==> src/rtl/cpd_pkg.sv <==
package cpd_pkg;
  typedef enum logic [3:0] {
    S_IDLE,
    S_CPOLL,
    S_CSETTLE,
    S_SWREQ,
    S_CLCHK,
    S_LPOLL,
    S_CLRST,
    S_CLGATE,
    S_CLSETTLE
  } cpd_state_e;
endpackage

==> src/rtl/cpd_occupancy.sv <==
module cpd_occupancy #(
  parameter int NUM_CORES = 4,
  parameter logic [NUM_CORES-1:0] BOOT_OCC = 1,
  localparam int IW = (NUM_CORES > 1) ? $clog2(NUM_CORES) : 1
) (
  input  logic                 clk,
  input  logic                 rst,
  input  logic                 up_i,
  input  logic [IW-1:0]        up_idx_i,
  input  logic                 die_i,
  input  logic [IW-1:0]        die_idx_i,
  output logic [NUM_CORES-1:0] occ_o
);
  always_ff @(posedge clk) begin
    if (rst) begin
      occ_o <= BOOT_OCC;
    end else begin
      if (die_i) occ_o[die_idx_i] <= 1'b0;
      if (up_i)  occ_o[up_idx_i]  <= 1'b1;
    end
  end

  AST_UP_SETS: assert property (@(posedge clk) disable iff (rst)
    up_i |=> occ_o[$past(up_idx_i)]);
  AST_DIE_CLEARS: assert property (@(posedge clk) disable iff (rst)
    (die_i && !(up_i && up_idx_i == die_idx_i)) |=> !occ_o[$past(die_idx_i)]);
endmodule

==> src/rtl/cpd_poll_timer.sv <==
module cpd_poll_timer #(
  parameter int PERIOD = 12500,
  parameter int LIMIT  = 1000,
  localparam int CW = (PERIOD > 1) ? $clog2(PERIOD) : 1,
  localparam int TW = $clog2(LIMIT + 1)
) (
  input  logic clk,
  input  logic rst,
  input  logic clear_i,
  output logic tick_o,
  output logic last_o
);
  logic [CW-1:0] cnt_q;
  logic [TW-1:0] tries_q;

  always_ff @(posedge clk) begin
    if (rst || clear_i) begin
      cnt_q   <= '0;
      tries_q <= '0;
    end else if (cnt_q == CW'(PERIOD - 1)) begin
      cnt_q   <= '0;
      tries_q <= tries_q + TW'(1);
    end else begin
      cnt_q <= cnt_q + CW'(1);
    end
  end

  assign tick_o = !clear_i && (cnt_q == CW'(PERIOD - 1));
  assign last_o = (tries_q == TW'(LIMIT - 1));

  AST_TICK_WRAPS: assert property (@(posedge clk) disable iff (rst)
    (tick_o && !clear_i) |=> (cnt_q == '0));
endmodule

==> src/rtl/cpd_gate_map.sv <==
module cpd_gate_map #(
  parameter int NUM_CORES = 4,
  parameter bit CLUSTER_GATE_LOW = 1'b1,
  localparam int IW = (NUM_CORES > 1) ? $clog2(NUM_CORES) : 1,
  localparam int GW = NUM_CORES + 1
) (
  input  logic [IW-1:0] core_idx_i,
  output logic [GW-1:0] core_mask_o,
  output logic [GW-1:0] cluster_mask_o
);
  localparam logic [GW-1:0] ONE = GW'(1);

  generate
    if (CLUSTER_GATE_LOW) begin : g_low
      always_comb begin
        core_mask_o = '0;
        if (core_idx_i == '0) core_mask_o[NUM_CORES] = 1'b1;
        else                  core_mask_o[core_idx_i] = 1'b1;
      end
      assign cluster_mask_o = ONE;
    end else begin : g_high
      always_comb begin
        core_mask_o = '0;
        core_mask_o[core_idx_i] = 1'b1;
      end
      assign cluster_mask_o = ONE << NUM_CORES;
    end
  endgenerate
endmodule

==> src/rtl/cluster_pdn_ctrl.sv <==
module cluster_pdn_ctrl #(
  parameter int NUM_CORES = 4,
  parameter int POLL_CYCLES = 12500,
  parameter int POLL_LIMIT = 1000,
  parameter int SETTLE_CYCLES = 2500,
  parameter bit CLUSTER_GATE_LOW = 1'b1,
  parameter logic [NUM_CORES-1:0] BOOT_OCC = 1
) (
  input  logic                              clk,
  input  logic                              rst,
  input  logic                              kill_i,
  input  logic [$clog2(NUM_CORES)-1:0]      kill_core_i,
  input  logic                              up_i,
  input  logic [$clog2(NUM_CORES)-1:0]      up_core_i,
  input  logic                              die_i,
  input  logic [$clog2(NUM_CORES)-1:0]      die_core_i,
  input  logic [NUM_CORES-1:0]              wfi_i,
  input  logic                              l2_idle_i,
  input  logic                              sw_done_i,
  output logic [NUM_CORES:0]                gate_o,
  output logic                              sw_close_req_o,
  output logic                              dbg_soc_rst_n_o,
  output logic                              bus_rst_n_o,
  output logic                              l2_rst_n_o,
  output logic                              done_o,
  output logic                              timeout_o
);
  import cpd_pkg::*;

  localparam int IW = $clog2(NUM_CORES);
  localparam int GW = NUM_CORES + 1;
  localparam int CL_BIT = CLUSTER_GATE_LOW ? 0 : NUM_CORES;

  cpd_state_e     state_q;
  logic [IW-1:0]  tgt_q;
  logic [NUM_CORES-1:0] occ;
  logic [GW-1:0]  core_mask, cluster_mask;
  logic           p_clear, p_tick, p_last;
  logic           s_clear, s_tick, s_last;

  cpd_occupancy #(.NUM_CORES(NUM_CORES), .BOOT_OCC(BOOT_OCC)) u_occ (
    .clk(clk), .rst(rst), .up_i(up_i), .up_idx_i(up_core_i),
    .die_i(die_i), .die_idx_i(die_core_i), .occ_o(occ));

  cpd_gate_map #(.NUM_CORES(NUM_CORES), .CLUSTER_GATE_LOW(CLUSTER_GATE_LOW)) u_map (
    .core_idx_i(tgt_q), .core_mask_o(core_mask), .cluster_mask_o(cluster_mask));

  assign p_clear = (state_q != S_CPOLL) && (state_q != S_LPOLL);
  assign s_clear = (state_q != S_CSETTLE) && (state_q != S_CLSETTLE);

  cpd_poll_timer #(.PERIOD(POLL_CYCLES), .LIMIT(POLL_LIMIT)) u_poll (
    .clk(clk), .rst(rst), .clear_i(p_clear), .tick_o(p_tick), .last_o(p_last));

  cpd_poll_timer #(.PERIOD(SETTLE_CYCLES), .LIMIT(1)) u_settle (
    .clk(clk), .rst(rst), .clear_i(s_clear), .tick_o(s_tick), .last_o(s_last));

  always_ff @(posedge clk) begin
    if (rst) begin
      state_q         <= S_IDLE;
      tgt_q           <= '0;
      gate_o          <= '0;
      sw_close_req_o  <= 1'b0;
      dbg_soc_rst_n_o <= 1'b1;
      bus_rst_n_o     <= 1'b1;
      l2_rst_n_o      <= 1'b1;
      done_o          <= 1'b0;
      timeout_o       <= 1'b0;
    end else begin
      done_o <= 1'b0;
      unique case (state_q)
        S_IDLE: if (kill_i) begin
          tgt_q   <= kill_core_i;
          state_q <= S_CPOLL;
        end
        S_CPOLL: if (p_tick) begin
          if (!occ[tgt_q] && wfi_i[tgt_q]) begin
            gate_o  <= gate_o | core_mask;
            state_q <= S_CSETTLE;
          end else if (p_last) begin
            done_o    <= 1'b1;
            timeout_o <= 1'b1;
            state_q   <= S_IDLE;
          end
        end
        S_CSETTLE: if (s_tick) begin
          sw_close_req_o <= 1'b1;
          state_q        <= S_SWREQ;
        end
        S_SWREQ: if (sw_done_i) begin
          sw_close_req_o <= 1'b0;
          state_q        <= S_CLCHK;
        end
        S_CLCHK: begin
          if (occ == '0) begin
            state_q <= S_LPOLL;
          end else begin
            done_o    <= 1'b1;
            timeout_o <= 1'b0;
            state_q   <= S_IDLE;
          end
        end
        S_LPOLL: if (p_tick) begin
          if (l2_idle_i) begin
            state_q <= S_CLRST;
          end else if (p_last) begin
            done_o    <= 1'b1;
            timeout_o <= 1'b0;
            state_q   <= S_IDLE;
          end
        end
        S_CLRST: begin
          dbg_soc_rst_n_o <= 1'b0;
          bus_rst_n_o     <= 1'b0;
          l2_rst_n_o      <= 1'b0;
          state_q         <= S_CLGATE;
        end
        S_CLGATE: begin
          gate_o  <= gate_o | cluster_mask;
          state_q <= S_CLSETTLE;
        end
        S_CLSETTLE: if (s_tick) begin
          done_o    <= 1'b1;
          timeout_o <= 1'b0;
          state_q   <= S_IDLE;
        end
        default: state_q <= S_IDLE;
      endcase
    end
  end

  AST_GATE_STICKY: assert property (@(posedge clk) disable iff (rst)
    ((gate_o & $past(gate_o)) == $past(gate_o)));
  AST_TOUT_NO_GATE: assert property (@(posedge clk) disable iff (rst)
    (done_o && timeout_o) |-> (gate_o == $past(gate_o)));
  AST_SWREQ_HOLD: assert property (@(posedge clk) disable iff (rst)
    (sw_close_req_o && !sw_done_i) |=> sw_close_req_o);
  AST_RST_TOGETHER: assert property (@(posedge clk) disable iff (rst)
    (dbg_soc_rst_n_o == l2_rst_n_o) && (bus_rst_n_o == l2_rst_n_o));
  AST_RST_BEFORE_GATE: assert property (@(posedge clk) disable iff (rst)
    $rose(gate_o[CL_BIT]) |-> (!l2_rst_n_o && $past(!l2_rst_n_o)));
  AST_DONE_PULSE: assert property (@(posedge clk) disable iff (rst)
    done_o |=> !done_o);
endmodule

==> config.mk <==
export PLATFORM = sky130hd
export DESIGN_NAME = cluster_pdn_ctrl
export DESIGN_NICKNAME = d
export VERILOG_FILES = /design/src/rtl/cpd_pkg.sv /design/src/rtl/cpd_occupancy.sv /design/src/rtl/cpd_poll_timer.sv /design/src/rtl/cpd_gate_map.sv /design/src/rtl/cluster_pdn_ctrl.sv
export SDC_FILE = /design/constraint.sdc
export NUM_CORES = 1
export LEC_CHECK = 0
export BUFFER_PORTS_ARGS = -buffer_cell sky130_fd_sc_hd__buf_2
export CORE_ASPECT_RATIO = 1.5
export CORE_MARGIN = 2
export CORE_UTILIZATION = 53
export DETAILED_ROUTE_END_ITERATION = 7
export PLACE_DENSITY = 0.75
export RECOVER_POWER = 25
export SYNTH_ARGS = -nofsm -noshare
export SYNTH_HDL_FRONTEND = slang
export SYNTH_HIERARCHICAL = 1
export SYNTH_SLANG_ARGS = --single-unit
==> constraint.sdc <==
create_clock -name clk -period 2.8 [get_ports clk]
set_input_delay 0.42 -clock clk [delete_from_list [all_inputs] [get_ports clk]]
set_output_delay 0.42 -clock clk [all_outputs]
set_load 0.02 [all_outputs]
==> flow_metrics.py <==
metrics = {
    "timing": {
        "hold_viol": 0,
        "drv_slew": 0,
        "setup_slack_ps": 386,
        "setup_violations": 0,
        "rsz0062_at_grt": "no",
        "fin_tns_setup_ps": 0,
        "period_share_pct": 86.2,
        "fin_crit_ps": 2410,
        "fin_hold_ws_ps": 312,
        "tightest_slew_ps": 1230,
        "relSlewSlack_pct": 18.3,
        "final.setup_skew_ps": 14.4,
        "fmax_mhz": 414,
    },
    "power_and_ir_drop": {
        "combPwrFrac_pct": 18.3,
        "power.density_nw_per_um2": 496,
        "seqPwrFrac_pct": 53.3,
        "power.switching_uw": 467,
        "p_total_uw": 1550,
        "p_int_uw": 1090,
        "clock_power_share_pct": 28.4,
        "swShare_pct": 30.1,
        "peakVddDrop_mv": 0.301,
        "power_leakage_uw": 0.00104,
    },
    "worst_hold_path": {
        "hold_path_depth": 2,
        "hp-start": "up_core_i[0]",
        "min_to": "u_occ/occ_o[2]",
        "hp-class": "in2reg",
    },
    "cts": {
        "clockBufferDepth": 2,
        "cts.hold.buffers_added": 0,
        "clk_latency_ps": 320,
        "cts_setup_buffers": 0,
        "root_buffer": "clkbuf_8",
        "cts.sinks": 55,
        "clkSlewWorstSetupHoldPaths_ps": 100,
        "cts_resized": 0,
        "cts_made_buffers": 5,
        "htreeDepth": 2,
        "tritoncts": "built",
    },
    "detailed_routing": {
        "drtAntennaViolNets": 0,
        "via_per_inst": 5.53,
        "initialDrtViolationCount": 136,
        "postRouteWirelength_mm": 5.38,
        "vias": 2323,
        "avgRoutedWirePerCell_um": 12.8,
        "first_pass_iters": 4,
        "drc_errors": 0,
    },
    "grt": {
        "grt_max_degree": 29,
        "grt_usage_pct": 18.6,
        "grt_pass1_vias": 2133,
        "grt_pass1_wl_mm": 9.09,
        "grt_overflow": 0,
        "grt_antenna_before_repair": 0,
    },
    "cells_and_area": {
        "final.fill_count": 508,
        "multi_input_area_um2": 1670,
        "antenna_cells": 0,
        "drive_gt1_share_pct": 17.4,
        "num-nets-final": 369,
        "syn_to_final_growth_pct": 6.37,
        "seqCellArea_um2": 1100,
    },
    "setup_path": {
        "crit_family": "simple AND/OR/NAND/NOR gates",
        "cp_num_buf_inv": 0,
        "crit_top_cell": "nor2_1",
        "crit_required_ps": 3020,
        "regToRegStartpoint": "u_poll/cnt_q[2]",
        "rr_worst_depth": 6,
        "reg2reg_to": "state_q[1]",
        "reg2reg_slack_ps": 390,
        "critical_path.slowest_cell": "or4_1",
        "start_kind": "flop",
        "criticalPathCategory": "reg2reg",
        "crit_arrival_ps": 2640,
        "critical-path-max-stage-delay_ps": 510,
        "cp_max_fo": 7,
        "cp-end-kind": "flop",
        "cp_cell_sequence": "or4_1 > or4_4 > nor2_1 > nor2_1 > a2111o_1 > o41ai_1",
    },
    "floorplan": {
        "dieWidth_um": 64.9,
        "ios": 28,
        "die_area_um2": 6180,
        "die_y_um": 95.3,
        "rows": 33,
        "coreArea_um2": 5410,
        "initial_core_util_pct": 54.4,
    },
    "placement": {
        "post-dp-hpwl_mm": 3.92,
        "dp_slack_ps": 403,
        "portBuffers": 27,
        "globalplace.congestion": 0.834,
    },
    "logic_synthesis": {
        "netlist_area_um2": 2940,
        "synth_warnings": 6,
        "postSynthAreaPerCell_um2": 9.00,
        "synthesis.instances": 327,
    },
    "status": {
        "status": "complete, no violations",
    },
    "job": {
        "cap_violations": 0,
    },
}
layout by cell type (no fill, tap or decap), types with 6 or more instances in the layout:
master / count
dfxtp_1: 55
nor2_1: 39
nand2_1: 15
buf_2: 15
xnor2_1: 13
xor2_1: 12
a21oi_1: 12
nand3_1: 12
clkbuf_1: 12
nor2_2: 10
inv_1: 9
nor2b_1: 9
nand4_1: 9
nor3_1: 8
o21ai_0: 8
or3_1: 8
a221o_1: 6
conb_1: 6
power by group through the flow:
stage	registers, µW	clock network, µW	logic, µW
after global routing	832	489	320
final	828	441	284
after CTS	827	461	283
after detailed placement	845	0	282
after floorplan	843	0	226
after global placement	844	0	281
worst max path at each step:
| stage | startpoint | end | slack (ps) | cells past startpoint |
|---|---|---|---|---|
| 2_1_floorplan | u_poll/cnt_q[2] | state_q[1] | 90 | 8 |
| 3_3_place_gp | u_poll/cnt_q[2] | state_q[1] | 460 | 6 |
| 3_5_place_dp | u_poll/cnt_q[2] | state_q[1] | 400 | 6 |
| 4_1_cts | u_poll/cnt_q[2] | state_q[1] | 390 | 6 |
| 5_1_grt | u_poll/cnt_q[2] | done_o | 270 | 7 |
| 6_report | u_poll/cnt_q[2] | state_q[1] | 390 | 6 |
final cells by class:
type	instances	area share [%]
tap	70	2.80
timing repair buffer	31	4.79
sequential	55	35.2
inverter	9	1.08
clock inverter	3	0.639
multi-input combinational	247	53.3
clock buffer	5	2.20
sequential cells by signal, indices dropped and copies added, names as in the netlist:
signal / count
gate_o: 5
state_q: 4
tgt_q: 2
l2_rst_n_o: 1
u_settle/cnt_q: 12
done_o: 1
timeout_o: 1
u_poll/cnt_q: 14
u_occ/occ_o: 4
u_poll/tries_q: 10
sw_close_req_o: 1
per-stage QoR:
step	cells	area (µm²)	utilization, %
detailed placement	412	3060	56.5
finish	420	3130	57.9
global route	420	3130	57.9
CTS	420	3150	58.2
floorplan	331	2960	-
global placement	412	3060	56.5
worst reg2reg max path: stages, from the launching register on:
cell and delay, ps:
dfxtp_1 380, or4_1 510, or4_4 490, nor2_1 160
nor2_1 70, a2111o_1 420, o41ai_1 300
routing by layer:
metal	GRT usage, %	share of wire, %
met1	20.8	43
met2	33.8	52
met3	3.66	2.5
met4	8.33	1.9
met5	0	0
(Power assumes the default switching activity.)
